**src/rtl/ifc_pkg.sv**
```systemverilog
package ifc_pkg;
  typedef enum logic [1:0] {
    PH_IDLE = 2'd0,
    PH_WAIT = 2'd1,
    PH_GATE = 2'd2,
    PH_DONE = 2'd3
  } phase_e;

  localparam logic [2:0] PSEL_UNLOCK = 3'b001;
  localparam logic [2:0] PSEL_DONE   = 3'b010;
  localparam logic [2:0] PSEL_STEREO = 3'b110;
endpackage

```
**src/rtl/ifc_gate_timer.sv**
```systemverilog
module ifc_gate_timer
  import ifc_pkg::*;
#(
  parameter int WAIT_TICKS = 4,
  parameter int GATE_BASE  = 4,
  parameter int SEL_W      = 2
) (
  input  logic             clk_i,
  input  logic             rst_ni,
  input  logic             start_i,
  input  logic [SEL_W-1:0] sel_i,
  input  logic             tick_i,
  input  logic             inhibit_i,
  output logic             gate_o,
  output logic             done_o
);
  localparam int MAX_GATE = GATE_BASE << ((1 << SEL_W) - 1);
  localparam int MAX_T    = (MAX_GATE > WAIT_TICKS) ? MAX_GATE : WAIT_TICKS;
  localparam int TW       = $clog2(MAX_T + 1);

  phase_e           phase_q;
  logic [TW-1:0]    tcnt_q;
  logic [SEL_W-1:0] sel_q;
  logic             start_q;
  logic             arm;
  logic [TW-1:0]    gate_len;

  assign arm      = start_i & ~start_q;
  assign gate_len = TW'(GATE_BASE) << sel_q;

  always_ff @(posedge clk_i or negedge rst_ni) begin
    if (!rst_ni) start_q <= 1'b0;
    else         start_q <= start_i;
  end

  always_ff @(posedge clk_i or negedge rst_ni) begin
    if (!rst_ni) begin
      phase_q <= PH_IDLE;
      tcnt_q  <= '0;
      sel_q   <= '0;
    end else if (!start_i) begin
      phase_q <= PH_IDLE;
      tcnt_q  <= '0;
    end else if (arm) begin
      phase_q <= PH_WAIT;
      tcnt_q  <= '0;
      sel_q   <= sel_i;
    end else if (tick_i && !inhibit_i) begin
      unique case (phase_q)
        PH_WAIT: begin
          if (tcnt_q == TW'(WAIT_TICKS - 1)) begin
            phase_q <= PH_GATE;
            tcnt_q  <= '0;
          end else begin
            tcnt_q <= tcnt_q + 1'b1;
          end
        end
        PH_GATE: begin
          if (tcnt_q == gate_len - 1'b1) begin
            phase_q <= PH_DONE;
            tcnt_q  <= '0;
          end else begin
            tcnt_q <= tcnt_q + 1'b1;
          end
        end
        default: ;
      endcase
    end
  end

  assign gate_o = (phase_q == PH_GATE);
  assign done_o = (phase_q == PH_DONE);
endmodule

```
**src/rtl/ifc_edge_counter.sv**
```systemverilog
module ifc_edge_counter #(
  parameter int CNT_W = 20
) (
  input  logic             clk_i,
  input  logic             rst_ni,
  input  logic             clr_i,
  input  logic             inc_i,
  output logic [CNT_W-1:0] cnt_o
);
  logic [CNT_W-1:0] cnt_q;
  logic             full;

  assign full = &cnt_q;

  always_ff @(posedge clk_i or negedge rst_ni) begin
    if (!rst_ni)             cnt_q <= '0;
    else if (clr_i)          cnt_q <= '0;
    else if (inc_i && !full) cnt_q <= cnt_q + 1'b1;
  end

  assign cnt_o = cnt_q;
endmodule

```
**src/rtl/ifc_pin_mux.sv**
```systemverilog
module ifc_pin_mux
  import ifc_pkg::*;
(
  input  logic       clk_i,
  input  logic       rst_ni,
  input  logic [2:0] sel_i,
  input  logic       unlock_i,
  input  logic       stereo_i,
  input  logic       done_i,
  input  logic       ser_active_i,
  input  logic       ser_rd_i,
  input  logic       ser_bit_i,
  output logic       pin_low_o
);
  logic pull_d, pull_q;

  always_comb begin
    if (ser_active_i) begin
      pull_d = ser_rd_i & ~ser_bit_i;
    end else begin
      unique case (sel_i)
        PSEL_UNLOCK: pull_d = unlock_i;
        PSEL_DONE:   pull_d = done_i;
        PSEL_STEREO: pull_d = stereo_i;
        default:     pull_d = 1'b0;
      endcase
    end
  end

  always_ff @(posedge clk_i or negedge rst_ni) begin
    if (!rst_ni) pull_q <= 1'b0;
    else         pull_q <= pull_d;
  end

  assign pin_low_o = pull_q;
endmodule

```
**src/rtl/if_gate_counter.sv**
```systemverilog
module if_gate_counter #(
  parameter int CNT_W      = 20,
  parameter int SEL_W      = 2,
  parameter int WAIT_TICKS = 4,
  parameter int GATE_BASE  = 4
) (
  input  logic             clk_i,
  input  logic             rst_ni,
  input  logic             start_i,
  input  logic [SEL_W-1:0] gate_sel_i,
  input  logic             if_en_i,
  input  logic             tick_i,
  input  logic             inhibit_i,
  input  logic [2:0]       pin_sel_i,
  input  logic             unlock_i,
  input  logic             stereo_i,
  input  logic             ser_active_i,
  input  logic             ser_rd_i,
  input  logic             ser_bit_i,
  output logic [CNT_W-1:0] count_o,
  output logic             done_o,
  output logic             pin_low_o
);
  logic gate, done;

  ifc_gate_timer #(
    .WAIT_TICKS(WAIT_TICKS),
    .GATE_BASE (GATE_BASE),
    .SEL_W     (SEL_W)
  ) u_timer (
    .clk_i    (clk_i),
    .rst_ni   (rst_ni),
    .start_i  (start_i),
    .sel_i    (gate_sel_i),
    .tick_i   (tick_i),
    .inhibit_i(inhibit_i),
    .gate_o   (gate),
    .done_o   (done)
  );

  ifc_edge_counter #(.CNT_W(CNT_W)) u_cnt (
    .clk_i (clk_i),
    .rst_ni(rst_ni),
    .clr_i (~start_i),
    .inc_i (gate & if_en_i & ~inhibit_i),
    .cnt_o (count_o)
  );

  ifc_pin_mux u_pin (
    .clk_i       (clk_i),
    .rst_ni      (rst_ni),
    .sel_i       (pin_sel_i),
    .unlock_i    (unlock_i),
    .stereo_i    (stereo_i),
    .done_i      (done),
    .ser_active_i(ser_active_i),
    .ser_rd_i    (ser_rd_i),
    .ser_bit_i   (ser_bit_i),
    .pin_low_o   (pin_low_o)
  );

  assign done_o = done;
endmodule

```
**config.mk**
```make
export PLATFORM = sky130hd
export DESIGN_NAME = if_gate_counter
export DESIGN_NICKNAME = d
export VERILOG_FILES = /design/src/rtl/ifc_pkg.sv /design/src/rtl/ifc_gate_timer.sv /design/src/rtl/ifc_edge_counter.sv /design/src/rtl/ifc_pin_mux.sv /design/src/rtl/if_gate_counter.sv
export SDC_FILE = /design/constraint.sdc
export NUM_CORES = 1
export LEC_CHECK = 0
export ABC_AREA = 1
export BUFFER_PORTS_ARGS = -buffer_cell sky130_fd_sc_hd__clkbuf_2
export CAP_MARGIN = 10
export CORE_MARGIN = 3
export CORE_UTILIZATION = 60
export CTS_CLUSTER_DIAMETER = 200
export DETAILED_ROUTE_END_ITERATION = 12
export PLACE_DENSITY = 0.86
export SLEW_MARGIN = 20
export SYNTH_ARGS = -nofsm -noshare
export SYNTH_HDL_FRONTEND = slang
export SYNTH_SLANG_ARGS = --single-unit
export TNS_END_PERCENT = 20
```
**constraint.sdc**
```tcl
create_clock -name clk_i -period 3.02 [get_ports clk_i]
set_input_delay 0.151 -clock clk_i [delete_from_list [all_inputs] [get_ports clk_i]]
set_output_delay 0.151 -clock clk_i [all_outputs]
set_load 0.02 [all_outputs]
```
Yosys cells after proc, flatten, opt, wreduce, memory -nomap -nowiden
Index checks and enable logic that the tools add are counted.
{"block": "totals", "ff_bits": 32, "latch_bits": 0, "ram_bits": 0, "rom_bits": 0, "input_bits": 16, "output_inout_bits": 22, "memories": 0}
{"block": "classes", "addsub": 3, "n_mul": 0, "n_div": 0, "order_cmp": 0, "n_eq_ne": 13, "n_shift": 1, "mux": 16, "n_bitwise": 7, "reduce_logical": 8}
{"cell": "20-bit 2-to-1 mux", "n": 2}
{"cell": "6-bit 2-to-1 mux", "n": 5}
{"cell": "20-bit by 1-bit adder with 20-bit output, second input constant", "n": 1}
{"cell": "20-bit AND reduction", "n": 1}
{"cell": "4-bit by 2-bit inequality test with 1-bit output, second input constant", "n": 3}
{"cell": "6-bit case mux with 2 select lines", "n": 1}
{"cell": "2-bit 2-to-1 mux", "n": 5}
{"cell": "6-bit by 1-bit adder with 6-bit output, second input constant", "n": 1}
{"cell": "6-bit by 2-bit equality test with 1-bit output, second input constant", "n": 1}
{"cell": "6-bit equality test", "n": 1}
{"cell": "3-bit by 2-bit << shifter with 6-bit output, first input constant", "n": 1}
{"cell": "6-bit by 1-bit subtractor with 6-bit output, second input constant", "n": 1}
{"cell": "1-bit bitwise AND", "n": 4}
{"cell": "2-bit equality test, second input constant", "n": 2}
{"cell": "2-bit case mux with 2 select lines", "n": 1}
{"cell": "2-bit AND reduction", "n": 2}
{"cell": "4-bit AND reduction", "n": 1}
{"cell": "3-bit by 1-bit equality test with 1-bit output, second input constant", "n": 1}
{"cell": "3-bit by 2-bit equality test with 1-bit output, second input constant", "n": 1}
{"cell": "3-bit equality test, second input constant", "n": 1}
{"cell": "3-bit by 1-bit inequality test with 1-bit output, second input constant", "n": 1}
{"cell": "1-bit inverter", "n": 3}
{"cell": "1-bit case mux with 3 select lines", "n": 1}
{"cell": "2-bit by 1-bit equality test with 1-bit output, second input constant", "n": 1}
{"cell": "4 further kinds", "n": 6}

Depth between registers and ports, before layout
Gate-level depths: netlist of the first run.
{"block": "depth", "ltp_word": 8, "depth_mapped": 12, "depth_no_buf": 11}

Modules after synthesis
A second synthesis of the first run with hierarchy kept.
{"block": "unflattened", "cells_unflattened": 313, "area_unflattened_um2": 2159.6}
{"mod": "ifc_edge_counter", "n_inst": 1, "cells_per_inst": 196, "area_per_inst_um2": 1355.0}
{"mod": "ifc_gate_timer", "n_inst": 1, "cells_per_inst": 103, "area_per_inst_um2": 714.4}
{"mod": "ifc_pin_mux", "n_inst": 1, "cells_per_inst": 11, "area_per_inst_um2": 76.3}
{"mod": "if_gate_counter", "n_inst": 1, "cells_per_inst": 3, "area_per_inst_um2": 13.8}

Worst setup path after synthesis of the first run
OpenSTA, ideal clock, no wires.
{"block": "synth_timing", "kind": "register to register", "start": "reg u_cnt.cnt_q[0] (netlist: u_cnt.cnt_o[0])", "end": "reg u_cnt.cnt_q[6] (netlist: u_cnt.cnt_o[6])", "setup_time_ps": 66, "arrival_time_ps": 1710, "required_ps": 2954, "slack_ps": 1244, "path_stages_with_launch": 13, "synth_period_minus_slack_ps": 1776, "path_cell_list": "dfrtp_1 ha_1 inv_2 nor2_4 nand2_4 nor2_4 nand2_2 nand2_2 nand2_4 clkinv_4 buf_12 nand2_1 nand2_1"}
{"block": "synth_between", "elab_chain_cells": 4, "elab_cells_between_ends": 7}
{"item": "start, declared", "line": "ifc_edge_counter.sv:10", "rtl": "logic [CNT_W-1:0] cnt_q;"}
{"item": "start signal, assigned", "line": "ifc_edge_counter.sv:18", "rtl": "else if (inc_i && !full) cnt_q <= cnt_q + 1'b1;"}
{"item": "parallel branches: the longest is 4 deep, another holds 20-bit by 1-bit adder with 20-bit output"}
Several ways; the timed one is not identified. The select of a mux whose other input is x is not followed.
A chain may end at the register's enable or synchronous reset.

Final worst setup path of the first run
{"block": "layout_timing", "start": "reg u_cnt.cnt_q[0] (netlist: u_cnt.cnt_o[0])", "end": "reg u_cnt.cnt_q[17] (netlist: u_cnt.cnt_o[17])"}
Same word-level chain as after synthesis.

==> flow_metrics.env, run 1 <==
export IMPL_status="finished clean"
export IMPL_rsz0062_at_grt="no"
export IMPL_grt_pass1_wl_um=8370
export IMPL_drive_above_1_share=0.179
export IMPL_crit_family="flip-flops"
export IMPL_cp_data_required_time_ns=3.34
export IMPL_post_cts_buffers=0
export IMPL_crit_path_end_kind="flip-flop"
export IMPL_crit_slowest_cell="dfrtp_1"
export IMPL_hold_slack_ns=0.0135
export IMPL_syn_to_final_growth_pct=14.6
export IMPL_start_util=0.651
export IMPL_hold_viol_final=0
export IMPL_r2r_slack_ns=1.08
export IMPL_final_common_cell="nand2_1"
export IMPL_io_buffers=37
export IMPL_cts_buffer_depth=2
export IMPL_grt_pass1_vias=1851
export IMPL_globalRouteTotalUtil=0.262
export IMPL_min_delay_start="ser_rd_i"
export IMPL_grt_remaining_overflow=0
export IMPL_reg2reg_to="u_cnt.cnt_o[17]"
export IMPL_vias=2046
export IMPL_maxSlewHeadroom=0.488
export IMPL_final_setup_skew_ns=0.00901
export IMPL_finish_net_count=357
export IMPL_syn_area_mm2=0.00205
export IMPL_leakagePower_nw=1.22
export IMPL_final_cell_mix="104 x nand2_1, 39 x nor2_1, 37 x clkbuf_2, 32 x dfrtp_1, 31 x inv_1"
export IMPL_clock_root_buffer="clkbuf_4"
export IMPL_clk_latency_ns=0.37
export IMPL_fmax_ghz=0.515
export IMPL_tightest_slew_ns=0.768
export IMPL_dieArea_mm2=0.00416
export IMPL_setup_viol=0
export IMPL_drc=0
export IMPL_maxCapViolCount=0
export IMPL_core_area_mm2=0.00315
export IMPL_cpMostUsedCell="nor2_4"
export IMPL_avgRoutedWirePerCell_um=12.8
export IMPL_postCtsHoldBufs=2
export IMPL_drtAntennaViolNets=0
export IMPL_viasPerCell=5.33
export IMPL_worstPathArrival_ns=2.26
export IMPL_first_iter_violations=114
export IMPL_ios=38
export IMPL_grt_max_degree=33
export IMPL_insertedDiodeCount=0
export IMPL_antenna_found_initial=0
export IMPL_die_w_um=64.5
export IMPL_r2r_start="u_cnt.cnt_o[0]"
export IMPL_vdd_drop_max_uv=331
export IMPL_numCtsBuffers=5
export IMPL_synth_warnings=0
export IMPL_rows=20
export IMPL_dieHeight_um=64.5
export IMPL_hold_depth=3
export IMPL_clkTransAtPathRegs_ns=0.11
export IMPL_crit_type="reg2reg"
export IMPL_synthesis_nets=314
export IMPL_firstDrtPassIters=5
export IMPL_dp_hpwl_um=3610
export IMPL_crit_chain="ha_1 -> inv_2 -> nor2_4 -> nand2_4 -> nor2_4 -> a21oi_1 -> buf_4 -> nand4_1 -> nand2_1"
export IMPL_power_density_mw_per_mm2=344
export IMPL_cts_resized_gates=0
export IMPL_gp_congestion=0.943
export IMPL_ys_seq_area_frac=0.390
export IMPL_synth_cells=296
export IMPL_fin_setup_tns_ns=0
export IMPL_worst_hold_path_type="in2reg"
export IMPL_cpPeakStageDelay_ns=0.46
export IMPL_wl_um=4930
export IMPL_critPathLaunchType="flip-flop"
export IMPL_cts_tree="done"
export IMPL_whs_endpoint="u_pin.pin_low_o"
export IMPL_syn_avg_cell_area_um2=6.94
export IMPL_cts_sinks=32
export IMPL_slew_violations=0
export IMPL_final_min_clock_period_ns=1.94
export IMPL_synth_seq_cells=32
export IMPL_crit_buf_inv=2
export IMPL_worstPathMaxFanout=9
export IMPL_ys_types=25
export IMPL_min_period_over_period=0.643
export IMPL_reg2regPathDepth=9
export IMPL_h_tree_depth=2
[logic make-up after synthesis]
| group | after synthesis | synth area share |
|---|---|---|
| AO/OA/AOI/OAI | 16 | 0.0427 |
| multiplexers | 1 | 0.00548 |
| buffers and inverters | 37 | 0.0792 |
| adder cells (fa/ha/maj) | 2 | 0.0122 |
| flip-flops | 32 | 0.390 |
| XOR/XNOR | 13 | 0.0555 |
| AND/OR/NAND/NOR | 195 | 0.415 |
[per-stage QoR]
stage / total power [mW] / instances / util / worst slack (ns) / cell area [um^2]
6_report: 0.809 / 384 / 0.746 / 1.08 / 2350
5_1_grt: 0.847 / 384 / 0.746 / 0.905 / 2350
4_1_cts: 0.811 / 384 / 0.746 / 1.10 / 2350
3_5_place_dp: 0.536 / 374 / 0.719 / 1.13 / 2270
3_3_place_gp: 0.533 / 374 / 0.719 / 1.23 / 2270
2_1_floorplan: 0.506 / 296 / - / 1.24 / 2050
[worst reg2reg max path: cells and delay by family, from the launching register on]
kind | cells | cell delay, ns
simple gates | 5 | 0.36
flops | 1 | 0.46
compound gates | 1 | 0.39
fa+ha+maj | 1 | 0.32
buf+inv | 2 | 0.36
[how the worst max path moves through the flow]
stage                              start               to  cells past startpoint
final                     u_cnt.cnt_o[0]  u_cnt.cnt_o[17]                      9
after floorplan           u_cnt.cnt_o[0]   u_cnt.cnt_o[6]                     12
after detailed placement  u_cnt.cnt_o[0]  u_cnt.cnt_o[17]                      9
after global placement    u_cnt.cnt_o[0]   u_cnt.cnt_o[0]                      9
after global routing      u_cnt.cnt_o[0]  u_cnt.cnt_o[19]                      9
after CTS                 u_cnt.cnt_o[0]  u_cnt.cnt_o[17]                      9
[state kept, by name, summed over array words and instances, names as in the netlist]
name and count:
u_cnt.cnt_o 20, u_pin.pin_low_o 1, u_timer.phase_q 2, u_timer.sel_q 2
u_timer.start_q 1, u_timer.tcnt_q 6
[synthesized netlist by cell type (all sizes together)]
| cell type | number | share of area |
|---|---|---|
| xor2 | 10 | 0.043 |
| nor3 | 3 | 0.0073 |
| inv | 32 | 0.058 |
| a21oi | 6 | 0.015 |
| xnor2 | 3 | 0.013 |
| or2 | 2 | 0.0061 |
| o21a | 1 | 0.0037 |
| nand2 | 111 | 0.22 |
| clkinv | 1 | 0.0043 |
| buf | 4 | 0.016 |
| dfrtp | 32 | 0.39 |
| ha | 2 | 0.012 |
| nor2 | 42 | 0.085 |
| nand4 | 16 | 0.049 |
| mux2 | 1 | 0.0055 |
| o21bai | 2 | 0.0073 |
| o21ai | 7 | 0.017 |
| nand3 | 21 | 0.051 |
[power by group]
group	internal (mW)	switching, mW
combinational	0.0271	0.0541
clock	0.113	0.167
sequential	0.438	0.00966
total	0.578	0.231
[layout make-up]
class | count | area (um^2)
Multi-Input combinational cell | 227 | 1090
Timing Repair Buffer | 40 | 213
Inverter | 33 | 129
Fill cell | 266 | 800
Clock buffer | 6 | 51.3
Tap cell | 44 | 55.1
Clock inverter | 2 | 15.0
Sequential cell | 32 | 801
[metal layers]
metal,up-vias,track usage,wire [um],share of wire
met2,79,0.412,2250,0.46
met3,9,0.0849,387,0.079
met1,930,0.344,2220,0.45
li1,1028,-,-,-
met4,0,0.0818,72,0.015
met5,-,0,0,0
Note: power is estimated with default switching activity, not from simulation.
==> run 2, diff against run 1 <==
- ABC_AREA: 1 -> 0
- CORE_UTILIZATION: 60 -> 49
- PLACE_DENSITY: 0.86 -> 0.76
- clock period: 3.02 -> 1.6 ns (I/O delays scaled with it)
==> run 2 against run 1 <==
- flip-flop and latch count did not move
- combinational power rose by 120%
- sequential share of layout area fell by 4.6 points
- register-to-register slack got worse by 1.2 ns
- critical path type unchanged
- final cell count fell by 14%
- the flow now finishes with violations (negative setup slack)
- die area rose by 9.4%
- routed wire length rose by 2.8%
- final area rose by 17%
- critical endpoint is now u_cnt.cnt_o[9]
==> flow_metrics.env, run 2 <==
export IMPL_status="finished, violations left"
export IMPL_violations="negative setup slack"
export IMPL_start_util=0.530
export IMPL_reg2reg_to="u_cnt.cnt_o[9]"
export IMPL_hold_depth=2
export IMPL_viasPerCell=5.63
export IMPL_worst_hold_path_type="in2reg"
export IMPL_final_min_clock_period_ns=1.75
export IMPL_final_cell_mix="48 x buf_4, 37 x clkbuf_2, 23 x dfrtp_1, 15 x xnor2_1, 12 x and2_1"
export IMPL_fin_area_mm2=0.00276
export IMPL_grt_pass1_vias=1773
export IMPL_dp_hpwl_um=3480
export IMPL_met1_length_um=2220
export IMPL_drtAntennaViolNets=0
export IMPL_synthesis_nets=205
export IMPL_reg2regPathDepth=6
export IMPL_ys_seq_area_frac=0.432
export IMPL_cts_sinks=32
export IMPL_cts_tree="done"
export IMPL_startpoint="u_cnt.cnt_o[6]"
export IMPL_numCtsBuffers=5
export IMPL_min_delay_start="gate_sel_i[0]"
export IMPL_placed_area_mm2=0.00248
export IMPL_wl_met3_um=245
export IMPL_maxCapViolCount=0
export IMPL_tightest_slew_ns=0.467
export IMPL_synth_seq_cells=32
export IMPL_syn_avg_cell_area_um2=9.90
export IMPL_worstPathMaxFanout=7
export IMPL_avgRoutedWirePerCell_um=15.4
export IMPL_maxSlewHeadroom=0.689
export IMPL_final_common_cell="buf_4"
export IMPL_cts_buffer_depth=2
export IMPL_drc=0
export IMPL_slew_violations=0
export IMPL_rsz0062_at_grt="yes"
export IMPL_met2_length_um=2500
export IMPL_power_mw=1.66
export IMPL_synth_area_leader_cell="dfrtp_1"
export IMPL_fmax_ghz=0.571
export IMPL_power_density_mw_per_mm2=601
export IMPL_first_iter_violations=103
export IMPL_syn_to_final_growth_pct=49.1
export IMPL_grt_pass1_wl_um=7910
export IMPL_finish_net_count=300
export IMPL_io_buffers=37
export IMPL_insertedDiodeCount=0
export IMPL_die_w_um=67.5
export IMPL_core_area_mm2=0.00349
export IMPL_dieArea_mm2=0.00455
export IMPL_whs_endpoint="u_timer.sel_q[0]"
export IMPL_ys_types=45
export IMPL_dieHeight_um=67.5
export IMPL_antenna_found_initial=0
export IMPL_clock_root_buffer="clkbuf_8"
export IMPL_hold_viol_final=0
export IMPL_fin_util=0.790
export IMPL_finalWorstSetupSlack_ns=-0.151
export IMPL_clkTransAtPathRegs_ns=0.06
export IMPL_yosys_top_cells_area="dfrtp_1 43%, xnor2_1 7.1%, and2_1 4.1%, o21a_1 4.1%, nor3_1 2.7%"
export IMPL_final_setup_skew_ns=0.00512
export IMPL_synth_top_area_frac=0.432
export IMPL_grt_remaining_overflow=0
export IMPL_vdd_drop_max_uv=604
export IMPL_wl_um=5070
export IMPL_r2r_slack_ns=-0.15
export IMPL_synth_edff_count=0
export IMPL_synth_cells=187
export IMPL_gp_congestion=0.797
export IMPL_synth_ff_type="dfrtp_1"
export IMPL_firstDrtPassIters=4
export IMPL_min_period_over_period=1.09
export IMPL_globalRouteTotalUtil=0.234
export IMPL_h_tree_depth=2
export IMPL_ys_top_cells_by_count="32 x dfrtp_1, 15 x xnor2_1, 12 x and2_1, 11 x nand2_1"
export IMPL_vias=1852
export IMPL_synth_most_common_cell="dfrtp_1"
export IMPL_clk_latency_ns=0.29
export IMPL_ios=38
export IMPL_crit_path_end_kind="flip-flop"
export IMPL_cp_data_required_time_ns=1.78
export IMPL_top_layer="met4"
export IMPL_setup_viol=21
export IMPL_crit_type="reg2reg"
export IMPL_worstPathArrival_ns=1.94
export IMPL_grt_max_degree=25
export IMPL_r2r_start="u_cnt.cnt_o[6]"
export IMPL_synth_warnings=0
export IMPL_drive_above_1_share=0.484
export IMPL_critPathLaunchType="flip-flop"
export IMPL_async_flop_share=1.00
export IMPL_rows=21
export IMPL_syn_area_mm2=0.00185
export IMPL_leakagePower_nw=1.23
export IMPL_largest_reg_flops=20
==> run 2: worst max-delay path by stage <==
stage	to	slack, ns
6_report	u_cnt.cnt_o[9]	-0.15
5_1_grt	u_cnt.cnt_o[11]	-0.23
4_1_cts	u_cnt.cnt_o[11]	-0.17
3_5_place_dp	u_timer.tcnt_q[0]	-0.17
3_3_place_gp	u_cnt.cnt_o[5]	-0.13
2_1_floorplan	u_cnt.cnt_o[9]	-0.17
==> run 2: cells by family (layout without fill, tap and decap cells) <==
logic type	Yosys count	count (layout)	synth area share
DFF	32	32	0.432
buffers and inverters	10	106	0.0223
and+or+nand+nor	82	82	0.271
muxes	2	2	0.0122
adders and majority gates	2	2	0.0135
xor gates and xnor gates	16	16	0.0757
AOI/OAI and AO/OA	43	43	0.173
==> run 2: per-layer routing <==
metal  up-vias  GRT usage
met1       891      0.284
met4         0     0.0937
met3        13     0.0616
li1        895          -
met5         -          0
met2        53      0.391
==> run 2: final cells by class <==
type	instances	area [um^2]
sequential	32	812
fill	223	734
timing repair buffer	93	642
inverter	5	18.8
tap	46	57.6
clock buffer	8	90.1
multi-input combinational	145	1140
==> run 2: power by group <==
part           switching (mW)  total, mW  internal [mW]
logic                  0.0914      0.182         0.0906
registers             0.00782      0.830          0.822
clock network           0.295      0.646          0.350
total                   0.394       1.66           1.26
==> run 2: repair_timing <==
action / 4_1_cts / 5_1_grt
hold buffers: 2 / 0
setup endpoints to repair: 27 / 27
hold endpoints to repair: 17 / 0
pin swaps: 13 / 12
setup buffers: 0 / 5
resized for setup: 17 / 17
==> run 2: critical path: stages (launching register included) <==
cell and delay (ns):
dfrtp_2 0.39, nand4_4 0.10, or4_4 0.50, buf_6 0.15, o21ai_4 0.24, nor3_2 0.09
o21a_1 0.17
==> run 2: through the flow <==
stage	setup slack, ns	hold WS [ns]	std cells	TNS [ns]
CTS	-0.172	0.0231	324	-1.64
global route	-0.227	0.0250	329	-3.54
global placement	-0.134	0.0492	314	-1.58
floorplan	-0.175	-0.216	187	-2.86
finish	-0.151	0.0264	329	-1.65
detailed placement	-0.170	0.0499	314	-2.48
==> run 3, diff against run 2 <==
- CORE_ASPECT_RATIO: default -> 1.5
- CORE_MARGIN: 3 -> default
==> run 3 against run 2 <==
- the flow still finishes with violations (negative setup slack)
- via count is 1.7% lower
- worst setup slack got worse by 0.0079 ns
- maximum frequency decreased by 0.45%
- critical path depth is the same
- final cell count down 0.30%
- global-route usage up 2.7 points
- routed wire length fell by 0.39%
- utilization down 3.7 points
- non-clock buffer count rose by 1
==> flow_metrics.env, run 3 (synthesis gave the netlist of run 2 again) <==
export IMPL_power_density_mw_per_mm2=597
export IMPL_hold_viol_final=0
export IMPL_hold_depth=2
export IMPL_worst_hold_path_type="in2reg"
export IMPL_placed_area_mm2=0.00249
export IMPL_clock_root_buffer="clkbuf_8"
export IMPL_gp_congestion=0.791
export IMPL_globalRouteTotalUtil=0.261
export IMPL_crit_path_end_kind="flip-flop"
export IMPL_rows=27
export IMPL_crit_family="simple AND/OR/NAND/NOR gates"
export IMPL_maxSlewHeadroom=0.767
export IMPL_tightest_slew_ns=0.349
export IMPL_cts_buffer_depth=2
export IMPL_numCtsBuffers=5
export IMPL_critPathLaunchType="flip-flop"
export IMPL_maxCapViolCount=0
export IMPL_min_period_over_period=1.10
export IMPL_crit_slowest_cell="or4_4"
export IMPL_finish_net_count=302
export IMPL_fmax_ghz=0.569
export IMPL_io_buffers=37
export IMPL_final_common_cell="buf_4"
export IMPL_drive_above_1_share=0.474
export IMPL_leakagePower_nw=1.24
export IMPL_cp_data_required_time_ns=1.77
export IMPL_setup_viol=20
export IMPL_insertedDiodeCount=0
export IMPL_avgRoutedWirePerCell_um=15.4
export IMPL_clkTransAtPathRegs_ns=0.06
export IMPL_cpPeakStageDelay_ns=0.52
export IMPL_fin_util=0.752
export IMPL_final_cell_mix="51 x buf_4, 37 x clkbuf_2, 23 x dfrtp_1, 15 x xnor2_1, 12 x and2_1"
export IMPL_viasPerCell=5.55
export IMPL_slew_violations=0
export IMPL_first_iter_violations=38
export IMPL_core_area_mm2=0.00365
export IMPL_wl_um=5050
export IMPL_start_util=0.508
export IMPL_r2r_start="u_cnt.cnt_o[5]"
export IMPL_status="finished, violations left"
export IMPL_die_w_um=52.2
export IMPL_final_min_clock_period_ns=1.76
export IMPL_dieArea_mm2=0.00403
export IMPL_finalWorstSetupSlack_ns=-0.158
export IMPL_reg2reg_to="u_cnt.cnt_o[6]"
export IMPL_worst_path_stages=6
export IMPL_antenna_found_initial=0
export IMPL_reg2regPathDepth=6
export IMPL_worstPathMaxFanout=3
export IMPL_worstPathArrival_ns=1.93
export IMPL_ios=38
export IMPL_cts_sinks=32
export IMPL_r2r_slack_ns=-0.16
export IMPL_h_tree_depth=2
export IMPL_grt_pass1_vias=1781
export IMPL_final_setup_skew_ns=0.0101
export IMPL_grt_max_degree=18
export IMPL_violations="negative setup slack"
export IMPL_crit_buf_inv=1
export IMPL_startpoint="u_cnt.cnt_o[5]"
export IMPL_hold_slack_ns=0.0377
export IMPL_cts_tree="done"
export IMPL_fill_cells=261
export IMPL_vdd_drop_max_uv=549
export IMPL_drc=0
export IMPL_dieHeight_um=77.3
export IMPL_worstSetupEndpoint="u_cnt.cnt_o[6]"
export IMPL_vias=1820
export IMPL_clk_latency_ns=0.29
export IMPL_drtAntennaViolNets=0
export IMPL_dp_hpwl_um=3670
export IMPL_crit_chain="nand4_4 -> or4_4 -> buf_6 -> o211ai_1 -> xnor2_1 -> and2_1"
export IMPL_crit_type="reg2reg"
export IMPL_rsz0062_at_grt="yes"
export IMPL_grt_remaining_overflow=0
export IMPL_grt_pass1_wl_um=7830
export IMPL_firstDrtPassIters=6
export IMPL_largest_reg_flops=20
export IMPL_syn_to_final_growth_pct=48.2
export IMPL_fin_area_mm2=0.00275
-- run 3: area by class of cell --
type | instances | area (um^2) | share of cell area
clock buffers | 6 | 82.6 | 0.0301
multi-input cells | 146 | 1130 | 0.410
clock inverters | 2 | 10.0 | 0.00365
flip-flops and latches | 32 | 812 | 0.296
inverters | 5 | 18.8 | 0.00684
well taps | 43 | 53.8 | 0.0196
repair buffers | 94 | 642 | 0.234
-- run 3: metrics by stage --
stage               power, mW  std cells  setup TNS (ns)  setup slack (ns)
floorplan               0.900        187           -2.86            -0.175
global placement        0.983        313           -2.22            -0.152
detailed placement      0.988        313           -3.43            -0.219
CTS                      1.66        323           -1.67            -0.158
global route             1.72        328           -3.08            -0.199
finish                   1.64        328           -1.45            -0.158
-- run 3: how the worst min path moves through the flow --
| stage | slack, ns | end | start |
|---|---|---|---|
| after global placement | -0.07 | u_pin.pin_low_o | rst_ni |
| after floorplan | -0.22 | u_cnt.cnt_o[0] | rst_ni |
| after global routing | 0.03 | u_timer.sel_q[1] | gate_sel_i[1] |
| after CTS | 0.03 | u_timer.sel_q[0] | gate_sel_i[0] |
| final | 0.04 | u_timer.sel_q[0] | gate_sel_i[0] |
| after detailed placement | -0.07 | u_pin.pin_low_o | rst_ni |
-- run 3: layer usage --
layer  vias to the layer above  routed length [um]  part of all wire  global-route usage
met2                        39                2850              0.56               0.490
li1                        893                   -                 -                   -
met3                         9                 160             0.032              0.0496
met1                       879                1940              0.38               0.268
met4                         0                 100             0.020               0.100
met5                         -                   0                 0                   0
-- run 3: report_power, final --
part	internal, mW	leakage [nW]	switching, mW
logic	0.0768	0.763	0.0795
clock network	0.343	0.0510	0.312
registers	0.822	0.423	0.00647
-- run 3: repair_timing --
item,in CTS,in global routing
resized for setup,16,8
setup endpoints to repair,26,27
hold endpoints to repair,33,0
setup buffers,0,4
pin swaps,6,2
gates cloned,0,1
hold buffers,2,0
